--- src/rtl/uart_int_ident.sv ---
module uart_int_ident #(
  parameter int CNT_W = 5
) (
  input  logic             clk,
  input  logic             rst_n,
  input  logic             fifo_en,
  input  logic [1:0]       trig_sel,
  input  logic [3:0]       int_en,
  input  logic [CNT_W-1:0] rx_level,
  input  logic             rx_idle_tmo,
  input  logic             line_err,
  input  logic             rd_line_stat,
  input  logic             thr_empty_evt,
  input  logic             wr_thr,
  input  logic             modem_chg,
  input  logic             rd_modem_stat,
  input  logic             iir_rd,
  output logic [7:0]       iir_out,
  output logic             irq
);

  logic             ls_q, th_q, ms_q, rd_q;
  logic [7:0]       hold_q;
  logic [CNT_W-1:0] trig;
  logic [3:0]       id;
  logic [7:0]       live;
  logic             rda, tmo, reading, thr_ack;

  always_comb begin
    case (trig_sel)
      2'b00:   trig = CNT_W'(1);
      2'b01:   trig = CNT_W'(4);
      2'b10:   trig = CNT_W'(8);
      default: trig = CNT_W'(14);
    endcase
  end

  assign rda = int_en[0] && (rx_level >= (fifo_en ? trig : CNT_W'(1)));
  assign tmo = int_en[0] && fifo_en && rx_idle_tmo;

  always_comb begin
    if (int_en[2] && ls_q)      id = 4'b0110;
    else if (rda)               id = 4'b0100;
    else if (tmo)               id = 4'b1100;
    else if (int_en[1] && th_q) id = 4'b0010;
    else if (int_en[3] && ms_q) id = 4'b0000;
    else                        id = 4'b0001;
  end

  assign live    = {fifo_en, fifo_en, 2'b00, id};
  assign reading = iir_rd && rd_q;
  assign iir_out = reading ? hold_q : live;
  assign irq     = ~iir_out[0];
  assign thr_ack = !iir_rd && rd_q && (hold_q[3:0] == 4'b0010);

  always_ff @(posedge clk or negedge rst_n) begin
    if (!rst_n) begin
      ls_q   <= 1'b0;
      th_q   <= 1'b0;
      ms_q   <= 1'b0;
      rd_q   <= 1'b0;
      hold_q <= 8'h01;
    end else begin
      if (line_err)          ls_q <= 1'b1;
      else if (rd_line_stat) ls_q <= 1'b0;
      if (thr_empty_evt)          th_q <= 1'b1;
      else if (wr_thr || thr_ack) th_q <= 1'b0;
      if (modem_chg)          ms_q <= 1'b1;
      else if (rd_modem_stat) ms_q <= 1'b0;
      rd_q <= iir_rd;
      if (iir_rd && !rd_q) hold_q <= live;
    end
  end

  assert_frozen_read_R10: assert property (@(posedge clk) disable iff (!rst_n)
    (iir_rd && $past(iir_rd) && $past(rst_n)) |-> $stable(iir_out));

  assert_line_top_R1: assert property (@(posedge clk) disable iff (!rst_n)
    (ls_q && int_en[2] && !iir_rd) |-> (iir_out[3:0] == 4'b0110));

  assert_no_tmo_flag_R4: assert property (@(posedge clk) disable iff (!rst_n)
    (!fifo_en && !iir_rd) |-> (iir_out[3] == 1'b0 && iir_out[7:6] == 2'b00));

  assert_masked_idle_R9: assert property (@(posedge clk) disable iff (!rst_n)
    (int_en == 4'b0000 && !iir_rd) |-> (iir_out[3:0] == 4'b0001 && !irq));

  assert_line_clear_R6: assert property (@(posedge clk) disable iff (!rst_n)
    (rd_line_stat && !line_err) |=> (iir_rd || iir_out[3:0] != 4'b0110));

  assert_thr_clear_R7: assert property (@(posedge clk) disable iff (!rst_n)
    (wr_thr && !thr_empty_evt) |=> (iir_rd || iir_out[3:0] != 4'b0010));

endmodule

--- config.mk ---
export PLATFORM = sky130hd
export DESIGN_NAME = uart_int_ident
export DESIGN_NICKNAME = d
export VERILOG_FILES = /design/src/rtl/uart_int_ident.sv
export SDC_FILE = /design/constraint.sdc
export NUM_CORES = 1
export LEC_CHECK = 0
export CORE_MARGIN = 2
export CORE_UTILIZATION = 39
export CTS_CLUSTER_DIAMETER = 80
export DETAILED_ROUTE_END_ITERATION = 7
export PLACE_DENSITY_LB_ADDON = 0.05
export REMOVE_ABC_BUFFERS = 1
export SYNTH_ARGS = -nofsm -noshare
export SYNTH_HDL_FRONTEND = slang
export SYNTH_SLANG_ARGS = --single-unit
--- constraint.sdc ---
create_clock -name clk -period 2.46 [get_ports clk]
set_clock_uncertainty 0.1 [all_clocks]
set_input_delay 0.492 -clock clk [delete_from_list [all_inputs] [get_ports clk]]
set_output_delay 0.492 -clock clk [all_outputs]
set_load 0.01 [all_outputs]
==> impl_metrics.toml <==
[placement]
place.gp.congestion = 0.737
placed_cells = 117
io_buffers = 28
hpwlAfterDp_um = 1190

[finish]
stdcell_count = 125
drive_above_1_share = 0.413
multiInputGateArea_sq_um = 475
syn_to_final_growth_pct = 67.6
final_nets = 136
diodes = 0
final-seq-area_sq_um = 226
n_fill_cell = 126

[power]
vdd.ir_drop.worst_mv = 0.326
p_leak_nw = 0.501
total_power_mw = 0.463
pwr_density_cell_nw_per_um2 = 420

[floorplan]
io_pins = 31
rows = 14
core_sq_um = 1540
start_util = 0.426
floorplan.die.height_um = 45.0
die_w_um = 45.0
dieArea_sq_um = 2030

[route]
ant_nets = 0
wl_per_cell_um = 13.6
routed_wl_um = 1700
num_vias = 663
drt-initial-drc-count = 2
vias_per_cell = 5.30
drc = 0
firstDrtPassIters = 4

[timing]
drv_slew = 0
finalHoldViolCount = 0
setup_violations = 0
rsz0062_at_grt = "yes"
tns_ns = 0
period_minus_slack_ns = 2.43
fin_crit_sh = 0.987
fmax_mhz = 412

[cts]
clockRootBuffer = "clkbuf_4"
cts_buffers = 3
cts_sinks = 9
clockBufferDepth = 2
worstSkewPairLatency_ns = 0.26
cts_tree = "done"
clk_pin_slew_worst_paths_ns = 0.06
htreeDepth = 1
hold_buffers = 0

[setup_path]
r2r-start = "rd_q$_DFF_PN0_"
worstSetupStartpoint = "trig_sel[0]"
rr_endpoint = "hold_q[6]$_DFFE_PN0P_"
crit_cells = 8
critPathArrivalTime_ns = 1.84
startpoint_type = "input pin"
reg2reg_depth = 2
cp_top_family = "compound AO/OA/AOI/OAI gates"
end_kind = "output pin"
slowest_stage = "a2111oi_4"
cp_max_fo = 4
path_buf_inv = 2
path_class = "input pin to output pin"
critPathCapture = "iir_out[2]"
cp_cell_sequence = "buf_8, nand2_4, ha_4, a2111oi_4, o211a_1, o21ai_4, mux2_4, buf_6"
rrSetupSlack_ns = 1.18
worstPathRequired_ns = 1.87
slowest_delay_ns = 0.29

[outcome]
status = "finished, final reports clean"

[global_routing]
grt-ovfl-total = 0
grt_first_pass_wirelength_um = 2650
antenna_found_initial = 0
grtUsageTotal = 0.180
grt_pass1_vias = 657
grt_max_degree = 10

[min_path]
hold_depth = 1
holdCritPathClass = "flip-flop to flip-flop"

[synthesis]
syn_inst = 72
yosysTopAreaCell = "dfrtp_1"
synth_seq_cells = 9
synth.yosys.seq_area_share = 0.345
ys_warn_count = 0
syn_avg_cell_area_sq_um = 9.12
synth_top_area_frac = 0.305
yosys.cell_types.count = 34
synth_area_leaders = "dfrtp_1 (30%), ha_1 (7.6%), nand2_1 (7.4%)"
synth_area_sq_um = 657

[flow_run]
cap_viol_max_count = 0
sequential cells by signal, summed over array words and instances, names as in the netlist:
name	count
th_q	1
hold_q	5
rd_q	1
ms_q	1
ls_q	1
cell families (layout without fill, tap and decap cells):
group,Yosys count,in the layout,share of synthesized area
other,1,2,0.00571
buffers and inverters,11,47,0.0914
muxes,3,3,0.0514
AOI/OAI and AO/OA,22,22,0.278
DFF,9,9,0.345
and+or+nand+nor,22,22,0.152
adders and majority gates,4,4,0.0762
worst min-delay path by stage:
| stage | start | endpoint | slack (ns) |
|---|---|---|---|
| global route | ms_q$_DFFE_PN0P_ | ms_q$_DFFE_PN0P_ | 0.42 |
| floorplan | rst_n | hold_q[1]$_DFFE_PN0P_ | 0.1 |
| detailed placement | hold_q[0]$_DFFE_PN1P_ | hold_q[0]$_DFFE_PN1P_ | 0.38 |
| finish | ms_q$_DFFE_PN0P_ | ms_q$_DFFE_PN0P_ | 0.39 |
| global placement | hold_q[0]$_DFFE_PN1P_ | hold_q[0]$_DFFE_PN1P_ | 0.37 |
| CTS | hold_q[0]$_DFFE_PN1P_ | hold_q[0]$_DFFE_PN1P_ | 0.40 |
repair_timing:
action | 4_1_cts | 5_1_grt
pin swaps | 14 | 9
endpoints found under the hold margin | 0 | 0
setup buffers | 4 | 0
endpoints found under the setup margin | 7 | 4
gates resized for setup | 58 | 24
synth_stat cells (all sizes together):
| cell type | number |
|---|---|
| a31oi | 1 |
| nor3 | 2 |
| nand3b | 1 |
| a22o | 3 |
| nor4 | 1 |
| and2 | 1 |
| a211oi | 1 |
| ha | 4 |
| o211ai | 1 |
| inv | 5 |
| a211o | 1 |
| a21oi | 2 |
| a2111oi | 1 |
| o31ai | 2 |
| o31a | 1 |
| mux2 | 3 |
| a31o | 1 |
| o211a | 1 |
| dfstp | 1 |
| nand2b | 1 |
| nand2 | 13 |
| conb | 1 |
| clkbuf | 2 |
| a21o | 2 |
| nand3 | 1 |
| buf | 4 |
| nor2b | 1 |
| o21ai | 4 |
| a22oi | 1 |
| dfrtp | 8 |
| nor2 | 1 |
through the flow:
step	hold WS [ns]	util	setup slack, ns	cell area (sq um)
final	0.392	0.714	0.0309	1100
after global routing	0.421	0.714	-0.00671	1100
after floorplan	0.0964	-	0.164	619
after detailed placement	0.377	0.626	-0.888	965
after global placement	0.371	0.626	-0.864	965
after CTS	0.395	0.658	0.0200	1010
worst reg2reg max path, delay by kind of cell (launching register included):
kind             cells  cell delay (ns)
multiplexers         1             0.38
flip-flops           1             0.39
AND/OR/NAND/NOR      1             0.30
layout make-up:
type,instances,area share
Multi-Input combinational cell,53,0.432
Sequential cell,9,0.206
Tap cell,16,0.0182
Inverter,5,0.0170
Clock buffer,4,0.0239
Timing Repair Buffer,38,0.303
power by group:
part,internal (mW),total [mW],switching [mW]
clock,0.0623,0.111,0.0489
combinational,0.100,0.176,0.0760
sequential,0.164,0.176,0.0111
per-layer routing:
| layer | global-route usage | vias to the layer above | part of all wire |
|---|---|---|---|
| li1 | - | 334 | - |
| met1 | 0.193 | 300 | 0.39 |
| met2 | 0.337 | 25 | 0.54 |
| met3 | 0.0160 | 4 | 0.050 |
| met4 | 0.106 | 0 | 0.012 |
| met5 | 0 | - | 0 |
cells in the final DEF, fill, tap and decap left out, types with 2 or more instances in the layout:
master and instances:
nor3_1 2, buf_6 2, buf_2 5, dlygate4sd2_1 3
mux2_2 2, clkdlybuf4s50_1 12, a22o_1 3, dfrtp_1 8
clkbuf_2 2, o21ai_4 2, clkdlybuf4s15_1 2, ha_4 3
inv_1 4, a21o_1 2, nand2_2 2, nand2_1 10
a21oi_1 2, buf_4 10, conb_1 2, clkbuf_4 3
Power figures use the tool's default switching activity.
